==> src/rtl/wag_pkg.sv <==
package wag_pkg;
  typedef enum logic [1:0] {
    FLD_BASE  = 2'd0,
    FLD_LIMIT = 2'd1,
    FLD_PERM  = 2'd2,
    FLD_RSVD  = 2'd3
  } cfg_field_e;

  // bit 0 allows reads, bit 1 allows writes
  typedef struct packed {
    logic wr;
    logic rd;
  } perm_t;

  // [3:2] normal world, [1:0] secure world
  typedef struct packed {
    perm_t nrm;
    perm_t sec;
  } region_perm_t;
endpackage

==> src/rtl/wag_region.sv <==
module wag_region
  import wag_pkg::*;
#(
  parameter int AW = 32
) (
  input  logic         clk,
  input  logic         rst_n,
  input  logic         wr_en,
  input  logic [1:0]   wr_field,
  input  logic [AW-1:0] wr_data,
  input  logic [AW-1:0] probe_addr,
  output logic         hit,
  output region_perm_t perm
);
  logic [AW-1:0] base_q, limit_q;
  region_perm_t  perm_q;

  always_ff @(posedge clk or negedge rst_n) begin
    if (!rst_n) begin
      base_q  <= '1;
      limit_q <= '0;
      perm_q  <= '0;
    end else if (wr_en) begin
      unique case (cfg_field_e'(wr_field))
        FLD_BASE:  base_q  <= wr_data;
        FLD_LIMIT: limit_q <= wr_data;
        FLD_PERM:  perm_q  <= region_perm_t'(wr_data[3:0]);
        default:   ;
      endcase
    end
  end

  assign hit  = (probe_addr >= base_q) && (probe_addr <= limit_q);
  assign perm = perm_q;
endmodule

==> src/rtl/wag_pick.sv <==
module wag_pick
  import wag_pkg::*;
#(
  parameter int NREG = 8
) (
  input  logic [NREG-1:0]         hit,
  input  region_perm_t [NREG-1:0] perm_a,
  output logic                    any_hit,
  output region_perm_t            perm_sel
);
  always_comb begin
    any_hit  = 1'b0;
    perm_sel = '0;
    for (int i = NREG - 1; i >= 0; i--) begin
      if (hit[i]) begin
        any_hit  = 1'b1;
        perm_sel = perm_a[i];
      end
    end
  end
endmodule

==> src/rtl/wag_fault_rec.sv <==
module wag_fault_rec #(
  parameter int AW = 32
) (
  input  logic          clk,
  input  logic          rst_n,
  input  logic          clear,
  input  logic          bus_flt,
  input  logic [AW-1:0] bus_addr,
  input  logic          bus_write,
  input  logic          bus_ns,
  input  logic          cfg_flt,
  input  logic [AW-1:0] cfg_tag,
  output logic          valid,
  output logic          is_cfg,
  output logic [AW-1:0] addr,
  output logic          write,
  output logic          ns
);
  logic can_load;
  assign can_load = !valid || clear;

  always_ff @(posedge clk or negedge rst_n) begin
    if (!rst_n) begin
      valid  <= 1'b0;
      is_cfg <= 1'b0;
      addr   <= '0;
      write  <= 1'b0;
      ns     <= 1'b0;
    end else if (can_load) begin
      if (bus_flt) begin
        valid  <= 1'b1;
        is_cfg <= 1'b0;
        addr   <= bus_addr;
        write  <= bus_write;
        ns     <= bus_ns;
      end else if (cfg_flt) begin
        valid  <= 1'b1;
        is_cfg <= 1'b1;
        addr   <= cfg_tag;
        write  <= 1'b1;
        ns     <= 1'b1;
      end else if (clear) begin
        valid <= 1'b0;
      end
    end
  end
endmodule

==> src/rtl/world_access_guard.sv <==
module world_access_guard
  import wag_pkg::*;
#(
  parameter int ADDR_W = 32,
  parameter int NREG   = 8,
  localparam int IDX_W = (NREG > 1) ? $clog2(NREG) : 1
) (
  input  logic              clk,
  input  logic              rst_n,
  input  logic              req_valid,
  output logic              req_ready,
  input  logic [ADDR_W-1:0] req_addr,
  input  logic              req_write,
  input  logic              req_ns,
  output logic              rsp_valid,
  output logic              rsp_grant,
  output logic              rsp_fault,
  input  logic              cfg_valid,
  output logic              cfg_ready,
  input  logic              cfg_ns,
  input  logic [IDX_W-1:0]  cfg_idx,
  input  logic [1:0]        cfg_field,
  input  logic [ADDR_W-1:0] cfg_wdata,
  input  logic              flt_clear,
  output logic              flt_valid,
  output logic              flt_cfg,
  output logic [ADDR_W-1:0] flt_addr,
  output logic              flt_write,
  output logic              flt_ns
);
  logic [NREG-1:0]         hit;
  region_perm_t [NREG-1:0] perm_a;
  logic                    any_hit;
  region_perm_t            perm_sel;
  perm_t                   world_perm;
  logic                    allowed;
  logic                    cfg_reject;

  for (genvar g = 0; g < NREG; g++) begin : g_region
    logic we;
    assign we = cfg_valid && !cfg_ns && (cfg_idx == IDX_W'(g));
    wag_region #(.AW(ADDR_W)) u_region (
      .clk        (clk),
      .rst_n      (rst_n),
      .wr_en      (we),
      .wr_field   (cfg_field),
      .wr_data    (cfg_wdata),
      .probe_addr (req_addr),
      .hit        (hit[g]),
      .perm       (perm_a[g])
    );
  end

  wag_pick #(.NREG(NREG)) u_pick (
    .hit      (hit),
    .perm_a   (perm_a),
    .any_hit  (any_hit),
    .perm_sel (perm_sel)
  );

  assign world_perm = req_ns ? perm_sel.nrm : perm_sel.sec;
  assign allowed    = any_hit ? (req_write ? world_perm.wr : world_perm.rd) : !req_ns;

  assign req_ready  = 1'b1;
  assign cfg_ready  = 1'b1;
  assign rsp_valid  = req_valid;
  assign rsp_grant  = req_valid && allowed;
  assign rsp_fault  = req_valid && !allowed;
  assign cfg_reject = cfg_valid && cfg_ns;

  wag_fault_rec #(.AW(ADDR_W)) u_fault (
    .clk       (clk),
    .rst_n     (rst_n),
    .clear     (flt_clear),
    .bus_flt   (rsp_fault),
    .bus_addr  (req_addr),
    .bus_write (req_write),
    .bus_ns    (req_ns),
    .cfg_flt   (cfg_reject),
    .cfg_tag   (ADDR_W'(cfg_idx)),
    .valid     (flt_valid),
    .is_cfg    (flt_cfg),
    .addr      (flt_addr),
    .write     (flt_write),
    .ns        (flt_ns)
  );
endmodule

==> config.mk <==
export PLATFORM = sky130hd
export DESIGN_NAME = world_access_guard
export DESIGN_NICKNAME = d
export VERILOG_FILES = /design/src/rtl/wag_pkg.sv /design/src/rtl/wag_region.sv /design/src/rtl/wag_pick.sv /design/src/rtl/wag_fault_rec.sv /design/src/rtl/world_access_guard.sv
export SDC_FILE = /design/constraint.sdc
export NUM_CORES = 1
export LEC_CHECK = 0
export BUFFER_PORTS_ARGS = -buffer_cell sky130_fd_sc_hd__buf_4
export CAP_MARGIN = 20
export CORE_UTILIZATION = 57
export DETAILED_ROUTE_END_ITERATION = 10
export PLACE_DENSITY = 0.79
export SLEW_MARGIN = 20
export SYNTH_ARGS = -nofsm -noshare
export SYNTH_HDL_FRONTEND = slang
export SYNTH_HIERARCHICAL = 1
export SYNTH_SLANG_ARGS = --single-unit
==> constraint.sdc <==
create_clock -name clk -period 4.1 [get_ports clk]
set_input_delay 0.205 -clock clk [delete_from_list [all_inputs] [get_ports clk]]
set_output_delay 0.205 -clock clk [all_outputs]
set_load 0.005 [all_outputs]
==> out/qor.csv <==
stage,metric,value,unit
outcome,outcome,"complete, but fails checks",
outcome,failing checks,negative setup slack,
finish,nets,4533,
power,pwr/cell area,459,nW/um^2
hold_path,Hold WC Path Type,in2reg,
detailed_routing,Met3 Wirelength,7.20,mm
clock_tree,Num Clock Sinks,580,
finish,flip-flop and latch area,14800,um^2
job,number of max-cap violations,0,
synth,Mapped Cells,3439,
timing,minimum hold slack,0.0454,ns
timing,Achievable Freq,0.212,GHz
floorplan,Core Rows,90,
power,LEAKAGE,21.2,nW
detailed_routing,DRT antenna net count,0,
finish,"commonest cells after routing, fill and taps aside","inv_1 (518), ha_1 (494), buf_4 (421)",
clock_tree,clk slew on worst S/H paths,0.06,ns
detailed_routing,DR vias,28200,
floorplan,Placeable Area,60500,um^2
setup_path,crit path launch type,register,
detailed_routing,final WL,105,mm
synth,Syn Area/Cell,10.2,um^2
place,DP Area,39300,um^2
global_route,initial antenna violation count,0,
synth,Yosys reg bits,580,
timing,"Hold Violations, Final",0,
setup_path,Worst Path Required,3.89,ns
synth,Synth top area share,23.2,%
global_route,pin count of the biggest net entering global routing,107,
timing,setup slack after layout,-0.621,ns
floorplan,I/O pin total,118,
finish,ANT cells,0,
detailed_routing,DR DRC count,0,
global_route,vias in the first global route,29100,
clock_tree,Clock Path Buffers,3,
detailed_routing,Vias/cell,5.90,
clock_tree,CTS tree,built,
global_route,Tot GR Track Use,33.6,%
timing,Worst Tran Pin Value,0.922,ns
setup_path,crit end category,output pin,
floorplan,Die H,250,um
detailed_routing,Met2 Wirelength,50.4,mm
place,Final HPWL DP,69.3,mm
hold_path,WHS Endpoint,u_fault/addr[1]$_DFFE_PN0P_,
synth,synthesized area,35000,um^2
setup_path,critical path peak fanout,5,
detailed_routing,first-pass iteration count of the detailed router,7,
finish,area of the multi-input gates,18600,um^2
synth,"Seq/Total Area, Yosys",42.4,%
timing,Setup Viol. Count Final,38,
synth,Synth Area in Compound Gates,11.4,%
timing,post-route clock period utilization,115,%
floorplan,full die area,62400,um^2
hold_path,Worst Hold Depth,3,
synth,Unique masters post-synth,46,
timing,Final TNS setup,-21.05,ns
floorplan,Die X,250,um
setup_path,worst reg2reg path depth,19,
setup_path,R2R Path End,u_fault/addr[14]$_DFFE_PN0P_,
timing,Clock Skews,0.0187,ns
finish,design area,42700,um^2
place,PortBufs,115,
synth,Synth area leaders,"dfrtp_1 (23%), dfstp_2 (19%), ha_1 (18%), mux2_2 (11%), inv_1 (5.7%)",
clock_tree,Root Driver,clkbuf_16,
place,gpl congestion,0.924,
power,Max VDD drop,0.000357,V
synth,Post-Synth XOR/XNOR Area,0,%
detailed_routing,initial DRC count,2314,
global_route,GR Overflow Total,0,
finish,share of cells above drive strength 1,32.4,%
floorplan,Initial Util,57.9,%
synth,Ys Warns,6,
setup_path,Critical Path AT,4.52,ns
finish,filler instances,4130,
setup_path,R2R Setup Slk,-0.61,ns
detailed_routing,Top Layer Used,met4,
clock_tree,CTS buffer count,66,
setup_path,r2r startpoint,g_region[3].u_region/base_q[13]$_DFFE_PN1P_,
synth,largest area contributor in the netlist,dfrtp_1,
global_route,global-route wire length before repair,162,mm
timing,RSZ-0062 raised after global routing,yes,
timing,Max Slew Vio Count,0,
timing,fin crit period,4.72,ns
finish,"commonest non-fill, non-tap cell in the layout",inv_1,
finish,fin util,70.7,%
setup_path,"Worst Path Class, Setup",reg2out,
clock_tree,deepest level of the CTS H-tree,3,
clock_tree,clock latency on the worst-skew pair,0.61,ns
timing,Slew headroom,38.6,%
detailed_routing,Avg WL per Cell,22.0,um
synth,multiplexer share of the synthesized area,11.9,%
finish,Synth-to-Final Area Change,22.1,%
hold_path,hold wc startpoint,cfg_idx[1],
synth,post-synthesis adder-cell area fraction,18.3,%
synth,largest family of logic cells by synthesized area,adder cells,
detailed_routing,wire length on met1,40.6,mm
synth,post-synthesis simple-gate area fraction,9.15,%
synthesized netlist by cell type (all sizes together):
| cell | n |
|---|---|
| a211oi | 16 |
| nor2 | 61 |
| mux2 | 360 |
| nand4 | 80 |
| dfstp | 256 |
| and4 | 16 |
| clkbuf | 49 |
| a311oi | 8 |
| nand2 | 404 |
| nor2b | 10 |
| o211a | 8 |
| a31oi | 18 |
| o22a | 2 |
| a221o | 11 |
| buf | 35 |
| o221ai | 1 |
| a221oi | 36 |
| nand3b | 17 |
| nand2b | 5 |
| nor4 | 17 |
| nor3 | 10 |
| a21oi | 191 |
| a2111oi | 8 |
| dfrtp | 324 |
| inv | 530 |
| a21o | 32 |
| nand3 | 41 |
| mux2i | 2 |
| nor3b | 9 |
| conb | 2 |
| o21ai | 354 |
| and2 | 9 |
| or3b | 1 |
| ha | 512 |
| o21a | 4 |
area by class of cell:
cell class              instances  share of cell area, %
clock buffers                 106                   5.00
clock inverters                15                  0.360
inverters                     530                   4.65
multi-input cells            2274                   43.4
flip-flops and latches        580                   34.7
well taps                     782                   2.29
repair buffers                492                   9.58
worst max-delay path by stage:
stage / startpoint / end / slack (ns)
2_1_floorplan: g_region[7].u_region/base_q[25]$_DFFE_PN1P_ / u_fault/addr[0]$_DFFE_PN0P_ / -0.004
3_3_place_gp: req_addr[14] / u_fault/addr[22]$_DFFE_PN0P_ / -0.73
3_5_place_dp: req_addr[14] / u_fault/addr[22]$_DFFE_PN0P_ / -0.82
4_1_cts: g_region[3].u_region/base_q[29]$_DFFE_PN1P_ / rsp_fault / -0.31
5_1_grt: g_region[3].u_region/base_q[13]$_DFFE_PN1P_ / rsp_fault / -0.70
6_report: g_region[3].u_region/base_q[13]$_DFFE_PN1P_ / rsp_fault / -0.62
per-stage QoR:
stage / cells / total power, mW / setup slack (ns)
6_report: 4779 / 19.6 / -0.621
5_1_grt: 4779 / 20.6 / -0.695
4_1_cts: 4770 / 19.4 / -0.307
3_5_place_dp: 4608 / 13.0 / -0.821
3_3_place_gp: 4606 / 12.7 / -0.732
2_1_floorplan: 3468 / 10.6 / -0.00443
registers in the layout, summed over array words and instances, names as in the netlist:
register                   cells
u_fault/addr                  32
g_region.u_region/perm        32
g_region.u_region/limit_q    256
u_fault/valid                  1
g_region.u_region/base_q     256
u_fault/is_cfg                 1
u_fault/ns                     1
u_fault/write                  1
report_power, final:
part	switching, mW	internal, mW	total [mW]
combinational	3.04	2.80	5.84
sequential	0.470	7.11	7.58
clock	2.44	3.76	6.20
kinds of logic (layout without fill, tap and decap cells):
| group | after synthesis | in the layout |
|---|---|---|
| AO/OA/AOI/OAI | 689 | 689 |
| AND/OR/NAND/NOR | 680 | 680 |
| buffers and inverters | 614 | 1143 |
| flip-flops | 580 | 580 |
| adder cells (fa/ha/maj) | 512 | 512 |
| multiplexers | 362 | 362 |
| other | 2 | 31 |
repair_timing:
| item | CTS | global route |
|---|---|---|
| hold endpoints to repair | 316 | 0 |
| hold buffers | 38 | 0 |
| buffers inserted | 5 | 6 |
| gates resized for setup | 85 | 52 |
| cloned | 0 | 2 |
| setup endpoints to repair | 38 | 38 |
| pin swaps | 34 | 20 |
per-layer routing:
| metal | up-vias | global-route usage, % |
|---|---|---|
| li1 | 12900 | - |
| met1 | 13800 | 40.5 |
| met2 | 1086 | 56.6 |
| met3 | 404 | 5.44 |
| met4 | 0 | 20.3 |
| met5 | - | 0 |
worst max-delay path, cell delays in order, from the launching register on:
cell	delay, ns
dfstp_2	0.52
inv_2	0.05
ha_4	0.26
nand4_1	0.19
nor2_1	0.16
nand4_1	0.16
o21ai_2	0.33
a21oi_4	0.10
a311oi_4	0.54
nor2b_4	0.11
a221oi_2	0.27
o21ai_1	0.15
a221o_1	0.32
mux2i_1	0.17
a21oi_2	0.11
nor3b_4	0.25
buf_6	0.15
buf_6	0.08
(Power assumes the default switching activity.)
